--- src/rtl/vote_sampler_pkg.sv ---
package vote_sampler_pkg;

   typedef enum logic [1:0] {
      VS_IDLE = 2'd0,
      VS_RUN  = 2'd1,
      VS_GAP  = 2'd2
   } vs_state_e;

   function automatic int vs_threshold(input int reps);
      return reps / 2 + 1;
   endfunction

endpackage

--- src/rtl/vote_sampler_lane.sv ---
module vote_sampler_lane #(
   parameter int REPS  = 11,
   parameter int CNT_W = $clog2(REPS + 1)
) (
   input  logic clk,
   input  logic rst_n,
   input  logic clr_all,
   input  logic clr_got,
   input  logic start,
   input  logic done,
   input  logic bit_in,
   output logic got,
   output logic vote
);
   import vote_sampler_pkg::*;

   localparam int THRESH = vs_threshold(REPS);

   logic [CNT_W-1:0] ones_q;
   logic             got_q;

   // One sample per evaluation: the first cycle done is seen with start high.
   always_ff @(posedge clk or negedge rst_n) begin
      if (!rst_n) begin
         ones_q <= '0;
         got_q  <= 1'b0;
      end else if (clr_all) begin
         ones_q <= '0;
         got_q  <= 1'b0;
      end else if (clr_got) begin
         got_q  <= 1'b0;
      end else if (start && done && !got_q) begin
         got_q  <= 1'b1;
         ones_q <= ones_q + {{(CNT_W-1){1'b0}}, bit_in};
      end
   end

   assign got  = got_q;
   assign vote = (ones_q >= CNT_W'(THRESH));

endmodule

--- src/rtl/vote_sampler_seq.sv ---
module vote_sampler_seq #(
   parameter int REPS  = 11,
   parameter int REP_W = $clog2(REPS + 1)
) (
   input  logic             clk,
   input  logic             rst_n,
   input  logic             cap_cmd,
   input  logic             all_got,
   input  logic             none_done,
   output logic             start,
   output logic             busy,
   output logic             clr_all,
   output logic             clr_got,
   output logic             load_res,
   output logic [REP_W-1:0] rep_cnt
);
   import vote_sampler_pkg::*;

   vs_state_e        st_q;
   logic [REP_W-1:0] rep_q;
   logic             last_rep;

   assign last_rep = (rep_q == REP_W'(REPS));

   always_ff @(posedge clk or negedge rst_n) begin
      if (!rst_n) begin
         st_q  <= VS_IDLE;
         rep_q <= '0;
      end else begin
         unique case (st_q)
            VS_IDLE: if (cap_cmd) begin
               st_q  <= VS_RUN;
               rep_q <= '0;
            end
            VS_RUN: if (all_got) begin
               st_q  <= VS_GAP;
               rep_q <= rep_q + 1'b1;
            end
            VS_GAP: if (none_done) begin
               st_q <= last_rep ? VS_IDLE : VS_RUN;
            end
            default: st_q <= VS_IDLE;
         endcase
      end
   end

   always_comb begin
      start    = (st_q == VS_RUN);
      busy     = (st_q != VS_IDLE);
      clr_all  = (st_q == VS_IDLE) && cap_cmd;
      clr_got  = (st_q == VS_RUN) && all_got;
      load_res = (st_q == VS_GAP) && none_done && last_rep;
   end

   assign rep_cnt = rep_q;

endmodule

--- src/rtl/vote_sampler_chain.sv ---
module vote_sampler_chain #(
   parameter int W  = 64,
   parameter int RW = 8
) (
   input  logic          clk,
   input  logic          rst_n,
   input  logic          shift_go,
   input  logic          ser_in,
   input  logic          load,
   input  logic [RW-1:0] res,
   output logic [W-1:0]  q,
   output logic          ser_out
);
   logic [W-1:0] q_r;

   // Entry at the top, exit at position 0: first bit in ends at position 0.
   always_ff @(posedge clk or negedge rst_n) begin
      if (!rst_n) begin
         q_r <= '0;
      end else if (load) begin
         q_r[RW-1:0] <= res;
      end else if (shift_go) begin
         q_r <= {ser_in, q_r[W-1:1]};
      end
   end

   assign q       = q_r;
   assign ser_out = q_r[0];

endmodule

--- src/rtl/vote_sampler.sv ---
module vote_sampler #(
   parameter int CHAL_W = 64,
   parameter int LANES  = 8,
   parameter int REPS   = 11
) (
   input  logic              clk,
   input  logic              rst_n,
   input  logic              sh_din,
   input  logic              sh_step,
   input  logic              sh_capture,
   output logic              sh_dout,
   output logic              busy,
   output logic [CHAL_W-1:0] chal,
   output logic              src_start,
   input  logic [LANES-1:0]  src_done,
   input  logic [LANES-1:0]  src_bit
);
   localparam int CNT_W = $clog2(REPS + 1);

   if (REPS % 2 == 0) begin : g_bad_reps
      $error("REPS must be odd for a strict majority");
   end
   if (LANES > CHAL_W || LANES < 1) begin : g_bad_lanes
      $error("LANES must fit inside the chain");
   end

   logic              cap_cmd, shift_go;
   logic              clr_all, clr_got, load_res;
   logic              all_got, none_done;
   logic [LANES-1:0]  got_v, vote_v;
   logic [CNT_W-1:0]  rep_cnt;
   logic [CHAL_W-1:0] chain_q;
   logic [CHAL_W-1:0] chal_q;

   assign cap_cmd   = sh_step && sh_capture && !busy;
   assign shift_go  = sh_step && !sh_capture && !busy;
   assign all_got   = &got_v;
   assign none_done = ~|src_done;

   vote_sampler_seq #(.REPS(REPS), .REP_W(CNT_W)) u_seq (
      .clk       (clk),
      .rst_n     (rst_n),
      .cap_cmd   (cap_cmd),
      .all_got   (all_got),
      .none_done (none_done),
      .start     (src_start),
      .busy      (busy),
      .clr_all   (clr_all),
      .clr_got   (clr_got),
      .load_res  (load_res),
      .rep_cnt   (rep_cnt)
   );

   for (genvar i = 0; i < LANES; i++) begin : g_lane
      vote_sampler_lane #(.REPS(REPS), .CNT_W(CNT_W)) u_lane (
         .clk     (clk),
         .rst_n   (rst_n),
         .clr_all (clr_all),
         .clr_got (clr_got),
         .start   (src_start),
         .done    (src_done[i]),
         .bit_in  (src_bit[i]),
         .got     (got_v[i]),
         .vote    (vote_v[i])
      );
   end

   vote_sampler_chain #(.W(CHAL_W), .RW(LANES)) u_chain (
      .clk      (clk),
      .rst_n    (rst_n),
      .shift_go (shift_go),
      .ser_in   (sh_din),
      .load     (load_res),
      .res      (vote_v),
      .q        (chain_q),
      .ser_out  (sh_dout)
   );

   always_ff @(posedge clk or negedge rst_n) begin
      if (!rst_n) chal_q <= '0;
      else if (clr_all) chal_q <= chain_q;
   end

   assign chal = chal_q;

endmodule

--- config.mk ---
export PLATFORM = sky130hd
export DESIGN_NAME = vote_sampler
export DESIGN_NICKNAME = d
export VERILOG_FILES = /design/src/rtl/vote_sampler_pkg.sv /design/src/rtl/vote_sampler_lane.sv /design/src/rtl/vote_sampler_seq.sv /design/src/rtl/vote_sampler_chain.sv /design/src/rtl/vote_sampler.sv
export SDC_FILE = /design/constraint.sdc
export NUM_CORES = 1
export LEC_CHECK = 0
export ABC_CLOCK_PERIOD_IN_PS = 4460
export CAP_MARGIN = 15
export CELL_PAD_IN_SITES_DETAIL_PLACEMENT = 0
export CELL_PAD_IN_SITES_GLOBAL_PLACEMENT = 2
export CORE_ASPECT_RATIO = 2
export CORE_MARGIN = 8
export CORE_UTILIZATION = 30
export CTS_CLUSTER_SIZE = 30
export DETAILED_ROUTE_END_ITERATION = 7
export GPL_TIMING_DRIVEN = 0
export PLACE_DENSITY_LB_ADDON = 0.1
export SYNTH_ARGS = -nofsm -noshare
export SYNTH_HDL_FRONTEND = slang
export SYNTH_SLANG_ARGS = --single-unit
--- constraint.sdc ---
create_clock -name clk -period 4.46 [get_ports clk]
set_input_delay 0.892 -clock clk [delete_from_list [all_inputs] [get_ports clk]]
set_output_delay 0.892 -clock clk [all_outputs]
set_load 0.05 [all_outputs]
**Word-level counts from Yosys, hierarchy flattened**

Cells that the tools add are included.

- Flip-flop bits (word level): 174
- Output and inout port bits: 67

- Reductions and logical operators: 68
- Multiplexer cells: 58
- Bitwise operators: 1
- Add/sub/neg operators: 9
- $lt $le $gt $ge: 8
- Equality and inequality tests: 7

Operator list:

| cell | count |
|---|---|
| $mux W4 | 26 |
| $add A4 B1 Y4 | 8 |
| $ge A4 B3 Y1 const B | 8 |
| $mux W1 | 25 |
| $logic_and A1 B1 Y1 | 24 |
| $reduce_bool A3 Y1 | 8 |
| $reduce_bool A2 Y1 | 11 |
| $reduce_and A2 Y1 | 9 |
| $mux W8 | 2 |
| $logic_not A1 Y1 | 11 |
| $pmux W4 S2 | 1 |
| $reduce_and A8 Y1 | 1 |
| $reduce_or A8 Y1 | 1 |
| $mux W2 | 3 |
| $ne A2 B2 Y1 const B | 3 |
| $pmux W2 S3 | 1 |
| $reduce_and A3 Y1 | 2 |
| $add A4 B1 Y4 const B | 1 |
| $eq A4 B4 Y1 const B | 1 |
| $eq A2 B1 Y1 const B | 1 |
| $eq A2 B2 Y1 const B | 1 |
| $logic_not A2 Y1 | 1 |
| $ne A2 B1 Y1 const B | 1 |
| $not A1 Y1 | 1 |

**Longest topological paths before layout**

Gate-level depths: netlist (run 1).

- Depth in word-level cells: 6
- Gate-level depth with buffers: 7
- Gate-level depth less buffers: 5

**Cells and area by module**

Synthesis (run 1) repeated with hierarchy kept, for this count alone.

- Cells, all modules: 515
- Area total of the unflattened synthesis: 7659.8 um2

By module, submodules not included:

| module | seq. area each (um2) | times used | area each (um2) | cells an instance |
|---|---|---|---|---|
| vote_sampler_chain | 1601.5 | 1 | 2667.6 | 154 |
| vote_sampler | 1601.5 | 1 | 2462.4 | 143 |
| vote_sampler_lane | 125.1 | 8 | 275.3 | 23 |
| vote_sampler_seq | 150.1 | 1 | 327.8 | 34 |

**Least setup slack after synthesis (run 1)**

OpenSTA, ideal clock, no wires.

- Path kind: input to register
- From: input port src_done[7]
- To: register u_chain.q_r[1] (netlist: u_chain.q[1])
- Slack: 2062 ps
- Data arrival time: 2272 ps
- Cell stages on the path: 6
- Setup time: 126 ps
- Cell sequence: or4_1 -> nand4bb_1 -> buf_6 -> nor2b_4 -> buf_6 -> a221o_1

- Word-level cells in the longest chain between the ends: 5

Ends and longest elaborated chain:

| item | line | RTL |
|---|---|---|
| start, declared | vote_sampler.sv:15 | `input logic [LANES-1:0] src_done,` |
| $reduce_or A8 Y1 (*) | vote_sampler.sv:38 | `assign none_done = ~\|src_done;` |
| $logic_not A1 Y1 (*) | vote_sampler.sv:38 |  |
| $logic_and A1 B1 Y1 (*) (2 in a row) | vote_sampler_seq.sv:52 | `load_res = (st_q == VS_GAP) && none_done && last_rep;` |
| $mux W8 or $reduce_bool A2 Y1 (tied branches) | n/a |  |
| end signal, assigned by index | vote_sampler_chain.sv:21 | `q_r[RW-1:0] <= res;` |
| end signal, assigned | vote_sampler_chain.sv:23 | `q_r <= {ser_in, q_r[W-1:1]};` |
| end, declared | vote_sampler_chain.sv:14 | `logic [W-1:0] q_r;` |

Mark *: on every way between the ends. The rest lies on a longest branch, timed or not.
A chain may end at the register's enable or synchronous reset.

**Worst setup path after layout (run 1)**

- From: input port sh_capture
- To: register g_lane[7].u_lane.ones_q[2]

- Word-level cells in the longest chain between the ends: 5

Ends and longest elaborated chain:

| item | line | RTL |
|---|---|---|
| start, declared | vote_sampler.sv:10 | `input logic sh_capture,` |
| $logic_and A1 B1 Y1 (*) (2 in a row) | vote_sampler.sv:35 | `assign cap_cmd = sh_step && sh_capture && !busy;` |
| $logic_and A1 B1 Y1 (*) | vote_sampler_seq.sv:50 | `clr_all = (st_q == VS_IDLE) && cap_cmd;` |
| $ne A2 B2 Y1 (no line) or $reduce_bool A2 Y1 (tied branches) | n/a |  |
| $reduce_and A2 Y1 (no line) | n/a |  |
| end signal, assigned | vote_sampler_lane.sv:34 | `ones_q <= ones_q + {{(CNT_W-1){1'b0}}, bit_in};` |
| end, declared | vote_sampler_lane.sv:19 | `logic [CNT_W-1:0] ones_q;` |

Marks and branches as above.

==> reports/qor.yml, run 1 <==
synth-seq-cells: 174
grt_setup_unrepaired: "false"
fmax_mhz: 332
grt_usage: 0.124
grt-ovfl-total: 0
ys_types: 35
post-place-ws_ns: 0.931
dr.pass1.iters: 6
grt_max_degree: 113
cts_root_buf: "clkbuf_16"
syn-instance-count: 676
core.rowCount: 80
period_share: 0.676
ys_warn_count: 0
cts_resized: 0
crit_type: "in -> reg"
period_needed_ns: 3.02
required_ns: 4.74
die_w_um: 126
cts.clk_slew.worst_paths_ns: 0.06
n_antenna_cell: 0
syn_to_final_growth_pct: 25.5
routedWlPerCell_um: 15.9
post-dp-hpwl_mm: 12.4
status: "finished, final reports clean"
synth_nets: 714
clk_latency_ns: 0.43
setup_viol: 0
vias: 4984
postLayoutCoreUtil: 0.382
max-slew-margin-rel: 0.443
power_density_nw_per_um2: 494
setup.worst_path.end_class: "flip-flop"
cts_max_level: 4
die_h_um: 235
port_buffers: 87
finalSetupTns_ns: 0
ir_worst_vdd_uv: 378
initial_core_util: 0.304
synthesis.area_um2: 7220
detailedRoute.firstIterationViolations: 250
clock_sinks: 174
ff2ff_path_depth: 6
ctsHoldBuffers: 0
syn_area_per_cell_um2: 10.7
hold_viol: 0
final_area_um2: 9060
crit_fanout: 10
p_total_mw: 4.48
antenna_found_initial: 0
hold_class: "in -> async"
antenna_left: 0
layout_common_cells: "nand2_1, dfrtp_1, clkdlybuf4s50_1, mux2_2, nor2_1"
dp.cells: 1051
drcViolationCount: 0
p_leak_nw: 4.45
clockBufferDepth: 2
core-area_um2: 23700
cts_tree: "done"
finalHoldWorstSlack_ns: 0.408
io_pins: 88
maxCapViolations: 0
final_net_count: 821
finalMaxSlewViolations: 0
dpl_cell_area_um2: 8480
first_global_vias: 5375
vias_per_cell: 4.61
ys_seq_area_frac: 0.603
layout.cells.non_filler: 1081
die-area_um2: 29600
final_common_cell: "nand2_1"
drt-total-wl_mm: 17.1
fin_ws_ns: 1.44
postCtsSetupBuffers: 0
grt_pass1_wl_mm: 28.7
skew_ns: 0.00704
numCtsBuffers: 17
gp_congestion: 0.783
drive_gt1_frac: 0.147
worstMarginPinSlew_ns: 0.825
start_kind: "primary input"
crit_arrival_ns: 3.29
-- state kept, by name, indices dropped and copies added (netlist names) --
signal	count
chal	64
g_lane.u_lane.got	8
g_lane.u_lane.ones_q	32
u_chain.q	64
u_seq.rep_cnt	4
u_seq.st_q	2
-- final timing paths --
| check | startpoint | end | slack [ns] |
|---|---|---|---|
| worst min register to register | chal[25] | chal[25] | 0.47 |
| worst min-delay path | rst_n | chal[45] | 0.41 |
| worst max register to register | u_seq.st_q[0] | g_lane[7].u_lane.ones_q[2] | 2.08 |
| worst max-delay path | sh_capture | g_lane[7].u_lane.ones_q[2] | 1.44 |
| min in group clk | chal[25] | chal[25] | 0.47 |
| max in group asynchronous | rst_n | u_seq.rep_cnt[0] | 3.08 |
-- cell usage after synthesis, drive strengths merged --
cell       n  area share
mux2      56       0.087
nor4bb     9       0.012
nor2      37       0.019
nor3b      1      0.0026
nand3     10      0.0069
nor3       1     0.00069
a32oi      1      0.0012
nand4bb    1      0.0016
o22ai      1     0.00087
inv        3      0.0016
xor2       8      0.0097
o31ai      1      0.0010
or3        8      0.0069
clkinv     1     0.00052
xnor2      1      0.0012
nor4       1     0.00087
nor2b      2      0.0028
nand2b     1     0.00087
mux2i      2      0.0028
a221o      8       0.011
a21oi     24       0.017
clkbuf    13      0.0068
and3b      1      0.0012
buf       20       0.017
or4        2      0.0026
o21ai     33       0.023
nand2    228        0.12
dfrtp    174        0.60
or2        9      0.0078
ha        17       0.029
nand4      2      0.0017
-- power breakdown --
group	total, mW	switching (mW)	internal [mW]
clock	1.47	0.592	0.877
combinational	1.05	0.670	0.376
sequential	1.96	0.169	1.79
-- cells by family after synthesis --
kind of cell / count (synthesis) / synth area share
AOI/OAI and AO/OA: 68 / 0.0537
xor gates and xnor gates: 9 / 0.0109
adders and majority gates: 17 / 0.0295
buffers and inverters: 37 / 0.0262
DFF: 174 / 0.603
muxes: 58 / 0.0901
and+or+nand+nor: 313 / 0.187
-- area by class of cell --
cell class	instances	area, µm²
clock buffers	24	492
well taps	287	359
repair buffers	88	903
inverters	4	15.0
fillers	2416	14700
flip-flops and latches	174	4350
plain buffers	33	174
multi-input cells	465	2680
clock inverters	6	83.8
-- critical path: stages --
cell,delay [ns]
clkdlybuf4s50_1,0.58
nor4bb_1,0.28
buf_2,0.23
buf_2,0.28
buf_2,0.33
clkbuf_1,0.57
nor2_1,0.12
-- layer usage --
layer	track usage	routed length [µm]
met4	0.0464	297
met5	0	0
met2	0.226	9190
met1	0.131	7050
met3	0.0361	598
(Power assumes the default switching activity.)
==> run 2, diff against run 1 <==
Settings changed: ABC_CLOCK_PERIOD_IN_PS 4460 to 2800.
Clock period 4.46 ns to 2.8 ns, I/O delays scaled along.
==> reports/qor.yml, run 2 (synthesis gave the netlist of run 1 again) <==
status: "finished, final reports clean"
cts_root_buf: "clkbuf_16"
max-slew-margin-rel: 0.447  # +0.00431
drive_gt1_frac: 0.149  # +0.00126
die_h_um: 235  # unchanged
first_global_vias: 5375  # unchanged
critPathLaunch: "u_seq.st_q[1]"
ff2ff_path_depth: 5  # -1
numCtsBuffers: 17  # unchanged
die-area_um2: 29600  # unchanged
port_buffers: 87  # unchanged
fin_ws_ns: 0.183  # -1.26 ns
vias: 4980  # -0.080%
critPathCapture: "busy"
final_net_count: 821  # unchanged
syn_to_final_growth_pct: 25.5  # about the same
hold_viol: 0  # unchanged
post-dp-hpwl_mm: 12.4  # unchanged
layout.cells.non_filler: 1081  # unchanged
grt-ovfl-total: 0  # unchanged
antenna_left: 0  # unchanged
crit_type: "reg -> out"
power_density_nw_per_um2: 786  # +59%
core.rowCount: 80  # unchanged
detailedRoute.firstIterationViolations: 251  # +0.40%
dr.pass1.iters: 7  # +1
post-place-ws_ns: -0.397  # -1.33 ns
maxCapViolations: 0  # unchanged
core-area_um2: 23700  # unchanged
layout_common_cells: "nand2_1, dfrtp_1, clkdlybuf4s50_1, mux2_2, nor2_1"
routedWlPerCell_um: 15.9  # about the same
ir_worst_vdd_uv: 595  # +57%
period_needed_ns: 2.62
critPathBufInv: 3  # -2
cts_max_level: 4  # unchanged
skew_ns: 0.00666  # -0.000374 ns
antenna_found_initial: 0  # unchanged
worstMarginPinSlew_ns: 0.818  # -0.00637 ns
period_share: 0.935
fmax_mhz: 382
vias_per_cell: 4.61  # about the same
fillers: 2415  # -0.041%
crit_fanout: 10  # unchanged
drt-total-wl_mm: 17.1  # about the same
grt_max_degree: 113  # unchanged
grt_usage: 0.124  # unchanged
p_total_mw: 7.13  # +59%
n_antenna_cell: 0  # unchanged
drcViolationCount: 0  # unchanged
dp.cells: 1051  # unchanged
clockBufferDepth: 2  # unchanged
grt_pass1_wl_mm: 28.7  # unchanged
setup_viol: 0  # unchanged
finalHoldWorstSlack_ns: 0.0749  # -0.333 ns
cts.clk_slew.worst_paths_ns: 0.06  # about the same
ctsHoldBuffers: 0  # unchanged
grt_setup_unrepaired: "false"
final_common_cell: "nand2_1"
setup.worst_path.end_class: "output port"
finalMaxSlewViolations: 0  # unchanged
p_leak_nw: 4.47  # +0.26%
required_ns: 2.24  # -2.50 ns
crit_cells: 4  # -3
crit_arrival_ns: 2.06  # -1.23 ns
critPathTopFamily: "buffers and inverters"
hold_class: "in -> async"
clock_sinks: 174  # unchanged
r2r-start: "u_seq.st_q[0]"
regToRegEndpoint: "g_lane[2].u_lane.ones_q[3]"
io_pins: 88  # unchanged
slowest_delay_ns: 0.83  # +0.25 ns
gp_congestion: 0.783  # unchanged
clk_latency_ns: 0.43  # about the same
die_w_um: 126  # unchanged
slowest_stage: "clkdlybuf4s50_1"
start_kind: "flip-flop"
initial_core_util: 0.304  # unchanged
ff2ff_setup_slack_ns: 0.59  # -1.49 ns
cts_tree: "done"
crit_chain: "buf_2, nor2_1, inv_1, clkdlybuf4s50_1"
run 2: cell count changes in the layout (fill, tap and decap cells not counted):
cell             change
clkbuf_2             +1
clkbuf_1             -1
dlymetal6s2s_1       +1
clkdlybuf4s50_1      -1
run 2: timing repair:
action / CTS / global route
setup buffers: 0 / 0
endpoints found under the setup margin: 0 / 11
resized for setup: 0 / 3
endpoints found under the hold margin: 0 / 0
run 2: routing by layer:
layer	global-route usage	vias up	part of all wire
li1	-	2448	-
met4	0.0464	0	0.017
met2	0.226	71	0.54
met3	0.0361	12	0.035
met5	0	-	0
met1	0.131	2449	0.41
run 2: worst min path at each step:
stage | slack (ns) | startpoint | endpoint
after detailed placement | 0.46 | chal[25] | chal[25]
after global routing | 0.10 | rst_n | g_lane[2].u_lane.ones_q[1]
final | 0.07 | rst_n | chal[45]
after global placement | 0.46 | chal[27] | chal[27]
after CTS | 0.08 | rst_n | chal[45]
after floorplan | 0.26 | rst_n | chal[0]
run 2: area by class of cell:
class,instances,area [µm²],share of cell area
Sequential cell,174,4350,0.480
Inverter,4,15.0,0.00166
Clock inverter,6,83.8,0.00925
Tap cell,287,359,0.0396
Clock buffer,24,492,0.0543
Timing Repair Buffer,88,906,0.0999
Multi-Input combinational cell,465,2680,0.296
Buffer,33,175,0.0193
run 2: where the power goes:
part | leakage [nW] | switching (mW) | total [mW] | internal (mW)
Clock | 0.286 | 0.943 | 2.34 | 1.40
Sequential | 2.36 | 0.269 | 3.12 | 2.85
Combinational | 1.82 | 1.06 | 1.66 | 0.599
Total | 4.47 | 2.28 | 7.13 | 4.85
run 2: worst register-to-register path: cells and delay by family, from the launching register on:
kind	cells	cell delay (ns)
AO/OA/AOI/OAI	1	0.14
buffers and inverters	1	0.32
flip-flops	1	0.41
AND/OR/NAND/NOR	3	1.28
run 2: per-stage QoR:
step                instance area, µm²   util  TNS (ns)
finish                            9060  0.382         0
global route                      9060  0.382         0
CTS                               9060  0.382         0
detailed placement                8480  0.358     -7.28
global placement                  8450  0.356  -1032.50
floorplan                         7220      -         0
